`src/rtl/psp_pkg.sv`:
```
package psp_pkg;

    localparam int DATA_W      = 8;
    localparam int SYNC_STAGES = 2;

    typedef enum logic [1:0] {
        CYC_IDLE  = 2'd0,
        CYC_WRITE = 2'd1,
        CYC_READ  = 2'd2
    } cyc_state_e;

    typedef struct packed {
        logic sel_n;
        logic rd_n;
        logic wr_n;
    } strobe_t;

    typedef struct packed {
        logic wr_end;
        logic rd_start;
        logic rd_end;
        logic rd_busy;
        logic wr_hold;
    } cyc_evt_t;

    function automatic logic both_low(input logic a_n, input logic b_n);
        return !a_n && !b_n;
    endfunction

endpackage

```
`src/rtl/psp_sync.sv`:
```
module psp_sync #(
    parameter int WIDTH  = 11,
    parameter int STAGES = 2,
    parameter logic [WIDTH-1:0] RST_VAL = '0
) (
    input  logic             clk,
    input  logic             rst,
    input  logic [WIDTH-1:0] din,
    output logic [WIDTH-1:0] dout
);

    logic [WIDTH-1:0] stg [STAGES];

    always_ff @(posedge clk) begin
        if (rst) stg[0] <= RST_VAL;
        else     stg[0] <= din;
    end

    generate
        for (genvar i = 1; i < STAGES; i++) begin : g_stage
            always_ff @(posedge clk) begin
                if (rst) stg[i] <= RST_VAL;
                else     stg[i] <= stg[i-1];
            end
        end
    endgenerate

    assign dout = stg[STAGES-1];

endmodule

```
`src/rtl/psp_cycle_fsm.sv`:
```
module psp_cycle_fsm
    import psp_pkg::*;
(
    input  logic     clk,
    input  logic     rst,
    input  logic     enable,
    input  strobe_t  stb,
    output cyc_evt_t evt
);

    cyc_state_e state, state_nxt;
    logic wr_lvl, rd_lvl;

    assign wr_lvl = both_low(stb.sel_n, stb.wr_n);
    assign rd_lvl = both_low(stb.sel_n, stb.rd_n);

    always_comb begin
        state_nxt    = state;
        evt.wr_end   = 1'b0;
        evt.rd_start = 1'b0;
        evt.rd_end   = 1'b0;
        unique case (state)
            CYC_IDLE: begin
                if (enable && wr_lvl) begin
                    state_nxt = CYC_WRITE;
                end else if (enable && rd_lvl) begin
                    state_nxt    = CYC_READ;
                    evt.rd_start = 1'b1;
                end
            end
            CYC_WRITE: begin
                if (!wr_lvl) begin
                    state_nxt  = CYC_IDLE;
                    evt.wr_end = 1'b1;
                end
            end
            CYC_READ: begin
                if (!rd_lvl) begin
                    state_nxt  = CYC_IDLE;
                    evt.rd_end = 1'b1;
                end
            end
            default: state_nxt = CYC_IDLE;
        endcase
        evt.rd_busy = (state == CYC_READ);
        evt.wr_hold = (state_nxt == CYC_WRITE);
    end

    always_ff @(posedge clk) begin
        if (rst) state <= CYC_IDLE;
        else     state <= state_nxt;
    end

    assert_disabled_idle_R2: assert property (@(posedge clk) disable iff (rst)
        (state == CYC_IDLE && !enable) |=> (state == CYC_IDLE));

    assert_write_priority_R11: assert property (@(posedge clk) disable iff (rst)
        (state == CYC_IDLE && enable && wr_lvl && rd_lvl) |=> (state == CYC_WRITE));

endmodule

```
`src/rtl/psp_flags.sv`:
```
module psp_flags
    import psp_pkg::*;
(
    input  logic     clk,
    input  logic     rst,
    input  cyc_evt_t evt,
    input  logic     cpu_wr,
    input  logic     cpu_rd,
    input  logic     irq_clr,
    input  logic     ovf_clr,
    output logic     in_full,
    output logic     out_full,
    output logic     overflow,
    output logic     irq
);

    always_ff @(posedge clk) begin
        if (rst) begin
            in_full  <= 1'b0;
            out_full <= 1'b0;
            overflow <= 1'b0;
            irq      <= 1'b0;
        end else begin
            if (evt.wr_end)  in_full <= 1'b1;
            else if (cpu_rd) in_full <= 1'b0;

            if (evt.rd_start)                  out_full <= 1'b0;
            else if (cpu_wr && !evt.rd_busy)   out_full <= 1'b1;

            if (evt.wr_end && in_full) overflow <= 1'b1;
            else if (ovf_clr)          overflow <= 1'b0;

            if (evt.wr_end || evt.rd_end) irq <= 1'b1;
            else if (irq_clr)             irq <= 1'b0;
        end
    end

    assert_write_sets_flags_R3: assert property (@(posedge clk) disable iff (rst)
        evt.wr_end |=> (in_full && irq));

    assert_read_clears_obf_R4: assert property (@(posedge clk) disable iff (rst)
        evt.rd_start |=> !out_full);

    assert_obf_held_in_read_R6: assert property (@(posedge clk) disable iff (rst)
        (evt.rd_busy && !out_full && cpu_wr) |=> !out_full);

    assert_no_overflow_loss_R8: assert property (@(posedge clk) disable iff (rst)
        (overflow && !ovf_clr) |=> overflow);

    assert_irq_hold_R10: assert property (@(posedge clk) disable iff (rst)
        (irq && !irq_clr) |=> irq);

endmodule

```
`src/rtl/pslave_port.sv`:
```
module pslave_port
    import psp_pkg::*;
#(
    parameter int DW     = psp_pkg::DATA_W,
    parameter int STAGES = psp_pkg::SYNC_STAGES
) (
    input  logic          clk,
    input  logic          rst,
    input  logic          mode_en,
    input  logic          pwm_busy,
    input  logic          ext_sel_n,
    input  logic          ext_rd_n,
    input  logic          ext_wr_n,
    input  logic [DW-1:0] ext_data_in,
    output logic [DW-1:0] ext_data_out,
    output logic          ext_data_oe,
    input  logic          cpu_wr,
    input  logic [DW-1:0] cpu_wdata,
    input  logic          cpu_rd,
    output logic [DW-1:0] cpu_rdata,
    input  logic          irq_clr,
    input  logic          ovf_clr,
    output logic          in_full,
    output logic          out_full,
    output logic          overflow,
    output logic          irq
);

    localparam int SW = $bits(strobe_t);
    localparam int VW = SW + DW;
    localparam logic [VW-1:0] SYNC_RST = {{SW{1'b1}}, {DW{1'b0}}};

    logic [VW-1:0] raw_vec, sync_vec;
    strobe_t       stb_s;
    logic [DW-1:0] data_s;
    cyc_evt_t      evt;
    logic [DW-1:0] latch_q, wr_buf_q;
    logic          oe_q;
    logic          enable;

    assign raw_vec = {ext_sel_n, ext_rd_n, ext_wr_n, ext_data_in};
    assign enable  = mode_en && !pwm_busy;

    psp_sync #(.WIDTH(VW), .STAGES(STAGES), .RST_VAL(SYNC_RST)) u_sync (
        .clk  (clk),
        .rst  (rst),
        .din  (raw_vec),
        .dout (sync_vec)
    );

    assign stb_s  = strobe_t'(sync_vec[VW-1:DW]);
    assign data_s = sync_vec[DW-1:0];

    psp_cycle_fsm u_fsm (
        .clk    (clk),
        .rst    (rst),
        .enable (enable),
        .stb    (stb_s),
        .evt    (evt)
    );

    psp_flags u_flags (
        .clk      (clk),
        .rst      (rst),
        .evt      (evt),
        .cpu_wr   (cpu_wr),
        .cpu_rd   (cpu_rd),
        .irq_clr  (irq_clr),
        .ovf_clr  (ovf_clr),
        .in_full  (in_full),
        .out_full (out_full),
        .overflow (overflow),
        .irq      (irq)
    );

    always_ff @(posedge clk) begin
        if (rst) begin
            latch_q  <= '0;
            wr_buf_q <= '0;
            oe_q     <= 1'b0;
        end else begin
            if (evt.wr_hold) wr_buf_q <= data_s;
            if (evt.wr_end)  latch_q  <= wr_buf_q;
            else if (cpu_wr) latch_q  <= cpu_wdata;
            oe_q <= (evt.rd_start || evt.rd_busy) && !evt.rd_end;
        end
    end

    assign ext_data_oe  = oe_q;
    assign ext_data_out = latch_q;
    assign cpu_rdata    = latch_q;

    assert_release_irq_R5: assert property (@(posedge clk) disable iff (rst)
        $fell(ext_data_oe) |-> irq);

    assert_oe_not_in_write_R11: assert property (@(posedge clk) disable iff (rst)
        evt.wr_hold |=> !ext_data_oe);

endmodule

```
`config.mk`:
```
export PLATFORM = sky130hd
export DESIGN_NAME = pslave_port
export DESIGN_NICKNAME = d
export VERILOG_FILES = /design/src/rtl/psp_pkg.sv /design/src/rtl/psp_sync.sv /design/src/rtl/psp_cycle_fsm.sv /design/src/rtl/psp_flags.sv /design/src/rtl/pslave_port.sv
export SDC_FILE = /design/constraint.sdc
export NUM_CORES = 1
export LEC_CHECK = 0
export ABC_AREA = 1
export BUFFER_PORTS_ARGS = -buffer_cell sky130_fd_sc_hd__buf_2
export CAP_MARGIN = 0
export CORE_MARGIN = 2
export CORE_UTILIZATION = 45
export CTS_CLUSTER_DIAMETER = 150
export DETAILED_ROUTE_END_ITERATION = 16
export PLACE_DENSITY = 0.8
export SYNTH_ARGS = -nofsm -noshare
export SYNTH_HDL_FRONTEND = slang
export SYNTH_SLANG_ARGS = --single-unit
export TNS_END_PERCENT = 100
```
`constraint.sdc`:
```
create_clock -name clk -period 2.7 [get_ports clk]
set_input_delay 0.135 -clock clk [delete_from_list [all_inputs] [get_ports clk]]
set_output_delay 0.135 -clock clk [all_outputs]
set_load 0.05 [all_outputs]
```
==> flow_summary.ini, run 1 <==
[cts]
cts_hold_buffers = 0
cts_made_buffers = 5
clkTransAtPathRegs_ps = 80
cts_max_level = 2
clock_path_buffers = 2
clkLatencyLatePin_ps = 290
clkSinkCount = 45
root_buffer = clkbuf_8
cts_tree = yes
cts.repair.resized = 0
cts_setup_buffers = 0

[die]
ios = 48
die_x_um = 67.5
rows = 23
die_h_um = 67.5
die-area_um2 = 4550
core_um2 = 3940
start_util_pct = 46.0

[routing]
met1_length_um = 1240
via_count = 1346
drtPass1Iterations = 4
top_layer = met4
wl_met2_um = 1220
drc = 0
ant_nets = 0
routedWlPerCell_um = 8.19
viasPerCell = 4.14
wl_um = 2660
first_iter_violations = 38
dr_wl_met3_um = 150

[worst_hold_path]
hold_start = ext_rd_n
min_path_cells = 2
hold_path.class = in2reg
whs_endpoint = u_sync.stg[0][9]

[logic_synthesis]
ys_ff_latch = 45
synth_largest_area_cell = dfxtp_1
yosys-top-cells-area = dfxtp_1 50%, nor2_1 9.7%, nand2_1 9.1%, inv_1 7.9%, a21oi_1 3.3%
yosysWarnings = 0
syn_area_um2 = 1810
syn_inst = 237
yosysTopAreaCellShare_pct = 49.7
ys_types = 18
syn_avg_cell_area_um2 = 7.65
yosysSeqAreaShare_pct = 49.7
syn-num-nets = 264

[placed_design]
dpl.hpwl_um = 1820
pre_cts_slack_ps = 1610
place_congestion = 0.772
io_buffers = 47
dp_cells = 317

[timing]
maxSlewViolCount = 0
grt_setup_unrepaired = no
maxSlewHeadroom_pct = 71.6
hold_viol = 0
fin_tns_setup_ps = 0
fin_crit_ps = 1130
layout_setup_ws_ps = 1570
whs_ps = 16.9
clock_skew_ps = 5.33
worst_pin_slew_ps = 425
fmax_mhz = 888
fin_crit_sh_pct = 41.7
finalSetupViolCount = 0

[finish]
antenna_cells = 0
finalNetCount = 301
final_util_pct = 52.2
final_cells = 325
drive_above_1_share_pct = 25.8
syn_to_final_growth_pct = 13.5

[run_status]
status = finished, final reports clean

[grt]
grt_use_total_pct = 13.3
overflow = 0
antenna_found_initial = 0
grt_pass1_wl_um = 4380
grt_start_max_net_pins = 29
grt_pass1_vias = 1090

[critical_path]
cp_data_arrival_time_ps = 1320
reg2reg_depth = 6
reg2reg_to = wr_buf_q[4]
path_class = reg2reg
crit_path_end_kind = register
path_max_fanout = 17
reg2reg_slack_ps = 1570
cp-start-kind = register
crit-reg2reg-launch = u_sync.stg[1][10]
required_ps = 2890

[job]
drv_cap = 0

[power]
power_density_nw_per_um2 = 600
leakagePower_nw = 1.08
peakVddDrop_mv = 0.423
sequential cells by signal (all words and copies together), names as in the netlist:
register / cells
u_sync.stg: 22
u_flags.in_full: 1
u_fsm.state: 2
u_flags.irq: 1
wr_buf_q: 8
u_flags.overflow: 1
ext_data_oe: 1
u_flags.out_full: 1
cpu_rdata: 8
per-stage QoR:
| stage | instance area, um^2 | total power [W] |
|---|---|---|
| final | 2060 | 0.00123 |
| after global routing | 2060 | 0.00130 |
| after CTS | 2060 | 0.00125 |
| after detailed placement | 1970 | 0.000855 |
| after global placement | 1970 | 0.000853 |
| after floorplan | 1810 | 0.000832 |
synth_stat cells, drive strengths merged:
cell / number
nand3: 10
dfxtp: 45
nand4: 1
o21a: 8
a21oi: 13
or2: 6
nor2: 48
buf: 17
nand2: 46
inv: 43
per-layer routing:
metal,global-route usage [%],up-vias
li1,-,761
met3,5.50,4
met1,14.8,541
met2,21.4,40
met4,7.65,0
met5,0,-
how the worst max path moves through the flow:
stage | from | end
after detailed placement | u_sync.stg[1][8] | wr_buf_q[4]
after CTS | u_sync.stg[1][8] | wr_buf_q[4]
final | u_sync.stg[1][10] | wr_buf_q[4]
after floorplan | cpu_rdata[0] | cpu_rdata[0]
after global routing | u_sync.stg[1][8] | wr_buf_q[0]
after global placement | u_sync.stg[1][10] | wr_buf_q[0]
critical path, cell delays in order, from the launching register on:
cell	delay [ps]
dfxtp_1	340
inv_2	70
nand2_4	60
nor2_4	300
nand3_1	130
nand2_1	90
nor2_1	40
logic make-up (layout without fill, tap and decap cells):
logic type / after synthesis / in the layout / share of synthesized area, %
flops: 45 / 45 / 49.7
compound gates: 21 / 21 / 7.11
simple gates: 111 / 111 / 26.6
buf+inv: 60 / 98 / 16.6
power by group:
part / switching (W) / total [W] / internal [W]
clock: 0.000218 / 0.000396 / 0.000178
combinational: 0.0000973 / 0.000142 / 0.0000451
sequential: 0.00000903 / 0.000696 / 0.000687
area by class of cell:
type,instances,area (um^2)
clock buffer,5,68.8
clock inverter,3,17.5
fill,384,1890
inverter,43,161
multi-input combinational,132,611
sequential,45,901
tap,50,62.6
timing repair buffer,47,235
layout by cell type, fill, tap and decap left out, types with 5 or more instances in the layout:
cell type  synthesis  layout
a21oi_1           12      12
buf_2              4      47
clkbuf_8           0       5
dfxtp_1           45      45
inv_1             38      38
inv_2              5       5
nand2_1           44      44
nand3_1            9       9
nor2_1            47      47
o21a_1             8       8
or2_2              6       6
No activity file was read; power rests on OpenSTA's default activity.
==> run 2, diff against run 1 <==
==> constraint.sdc (replaced) <==
create_clock -name clk -period 1.1 [get_ports clk]
set_input_delay 0.055 -clock clk [delete_from_list [all_inputs] [get_ports clk]]
set_output_delay 0.055 -clock clk [all_outputs]
set_load 0.05 [all_outputs]
==> flow_summary.ini, run 2 (synthesis results as in run 1) <==
[routing]
viasPerCell = 4.20
drtPass1Iterations = 4
via_count = 1436
wl_um = 2940
first_iter_violations = 35
routedWlPerCell_um = 8.60
ant_nets = 0
drc = 0

[power]
p_int_w = 0.00257
p_comb_share_pct = 11.7
p_sw_w = 0.000786
pwr-share-seq_pct = 50.9
peakVddDrop_mv = 1.16
clkPwrFrac_pct = 37.5
leakagePower_nw = 1.18
swShare_pct = 23.4
power_density_nw_per_um2 = 1470

[worst_hold_path]
hold_path.class = in2reg
min_path_cells = 4

[placed_design]
pre_cts_slack_ps = -10.8
dpl.hpwl_um = 1930
place_congestion = 0.780
io_buffers = 47

[die]
ios = 48
start_util_pct = 46.0
die-area_um2 = 4550
core_um2 = 3940
die_x_um = 67.5
rows = 23
die_h_um = 67.5

[grt]
grt_use_total_pct = 13.7
antenna_found_initial = 0
grt_pass1_vias = 1104
grt_pass1_wl_um = 4570
overflow = 0
grt_start_max_net_pins = 20

[timing]
fin_crit_ps = 1050
clock_skew_ps = 6.53
hold_viol = 0
worst_pin_slew_ps = 322
grt_setup_unrepaired = yes
fmax_mhz = 948
fin_crit_sh_pct = 95.9
whs_ps = 15.2
finalSetupViolCount = 0
layout_setup_ws_ps = 45.6
maxSlewViolCount = 0
maxSlewHeadroom_pct = 78.5

[finish]
final_cell_mix = 47 x nor2_1, 47 x buf_2, 44 x nand2_1
top_register = u_sync.stg
finalNetCount = 318
largest_register_ffs = 22
drive_above_1_share_pct = 27.4
syn_to_final_growth_pct = 26.2
antenna_cells = 0

[cts]
clkLatencyLatePin_ps = 300
root_buffer = clkbuf_8
cts_max_level = 2
clkSinkCount = 45
cts_made_buffers = 5
cts_tree = yes
clock_path_buffers = 2
clkTransAtPathRegs_ps = 80

[critical_path]
path_class = reg2reg
reg2reg_depth = 7
cp-start-kind = register
path_max_fanout = 8
required_ps = 1300
crit_path_end_kind = register
cp_data_arrival_time_ps = 1250

[run_status]
status = finished, final reports clean

[job]
drv_cap = 0
==> run 2: cell count changes in the layout (fill, tap and decap cells not counted), moves of 2 or more <==
cell / change
dfxtp_2: +3
clkinv_2: -2
dlygate4sd3_1: +12
dfxtp_1: -3
buf_4: +3
==> run 2: critical path: stages, from the launching register on <==
cell	delay [ps]
dfxtp_2	330
inv_2	70
nand2_4	70
nor2_4	160
clkbuf_16	180
nand3_1	60
nand2_1	60
nor2_1	40
==> run 2: worst paths after layout <==
| kind | endpoint | from | slack (ps) |
|---|---|---|---|
| setup reg to reg | wr_buf_q[7] | u_sync.stg[1][8] | 50 |
| setup / recovery | wr_buf_q[7] | u_sync.stg[1][8] | 50 |
| hold / removal | u_flags.in_full | cpu_rd | 20 |
| hold reg to reg | u_sync.stg[1][2] | u_sync.stg[0][2] | 400 |
==> run 2: timing repair <==
item,CTS,global route
buffers inserted,2,1
pin swaps,1,3
hold buffers,12,0
resized for setup,0,5
setup endpoints to repair,6,14
cloned,0,1
hold endpoints to repair,12,0
==> run 2: metal layers <==
metal  routed length, um  up-vias  GRT usage (%)  share of wire, %
met1                1300      594           14.7                44
met2                1400       41           23.3                48
met5                   0        -              0                 0
li1                    -      797              -                 -
met4                  55        0           6.89               1.9
met3                 187        4           5.50               6.4
==> run 2: metrics by stage <==
| step | setup TNS, ps | std cells | total power (W) | area (um^2) | utilization, % |
|---|---|---|---|---|---|
| final | 0 | 342 | 0.00336 | 2290 | 58.0 |
| after global routing | -109 | 342 | 0.00351 | 2290 | 58.0 |
| after CTS | 0 | 340 | 0.00339 | 2240 | 56.9 |
| after detailed placement | -11.7 | 318 | 0.00210 | 1980 | 50.2 |
| after global placement | 0 | 318 | 0.00210 | 1980 | 50.2 |
| after floorplan | 0 | 237 | 0.00204 | 1810 | - |
==> run 2: power by group through the flow <==
stage               registers [W]  clock network, W  logic [W]
CTS                       0.00171           0.00129   0.000391
floorplan                 0.00181                 0   0.000231
global route              0.00172           0.00136   0.000429
finish                    0.00171           0.00126   0.000391
global placement          0.00174                 0   0.000353
detailed placement        0.00175                 0   0.000356
==> run 2: final cells by class <==
cell class	count	area, um^2
clock buffer	7	86.3
clock inverter	1	30.0
fill	345	1660
inverter	43	161
multi-input combinational	132	619
sequential	45	905
tap	50	62.6
timing repair buffer	64	423
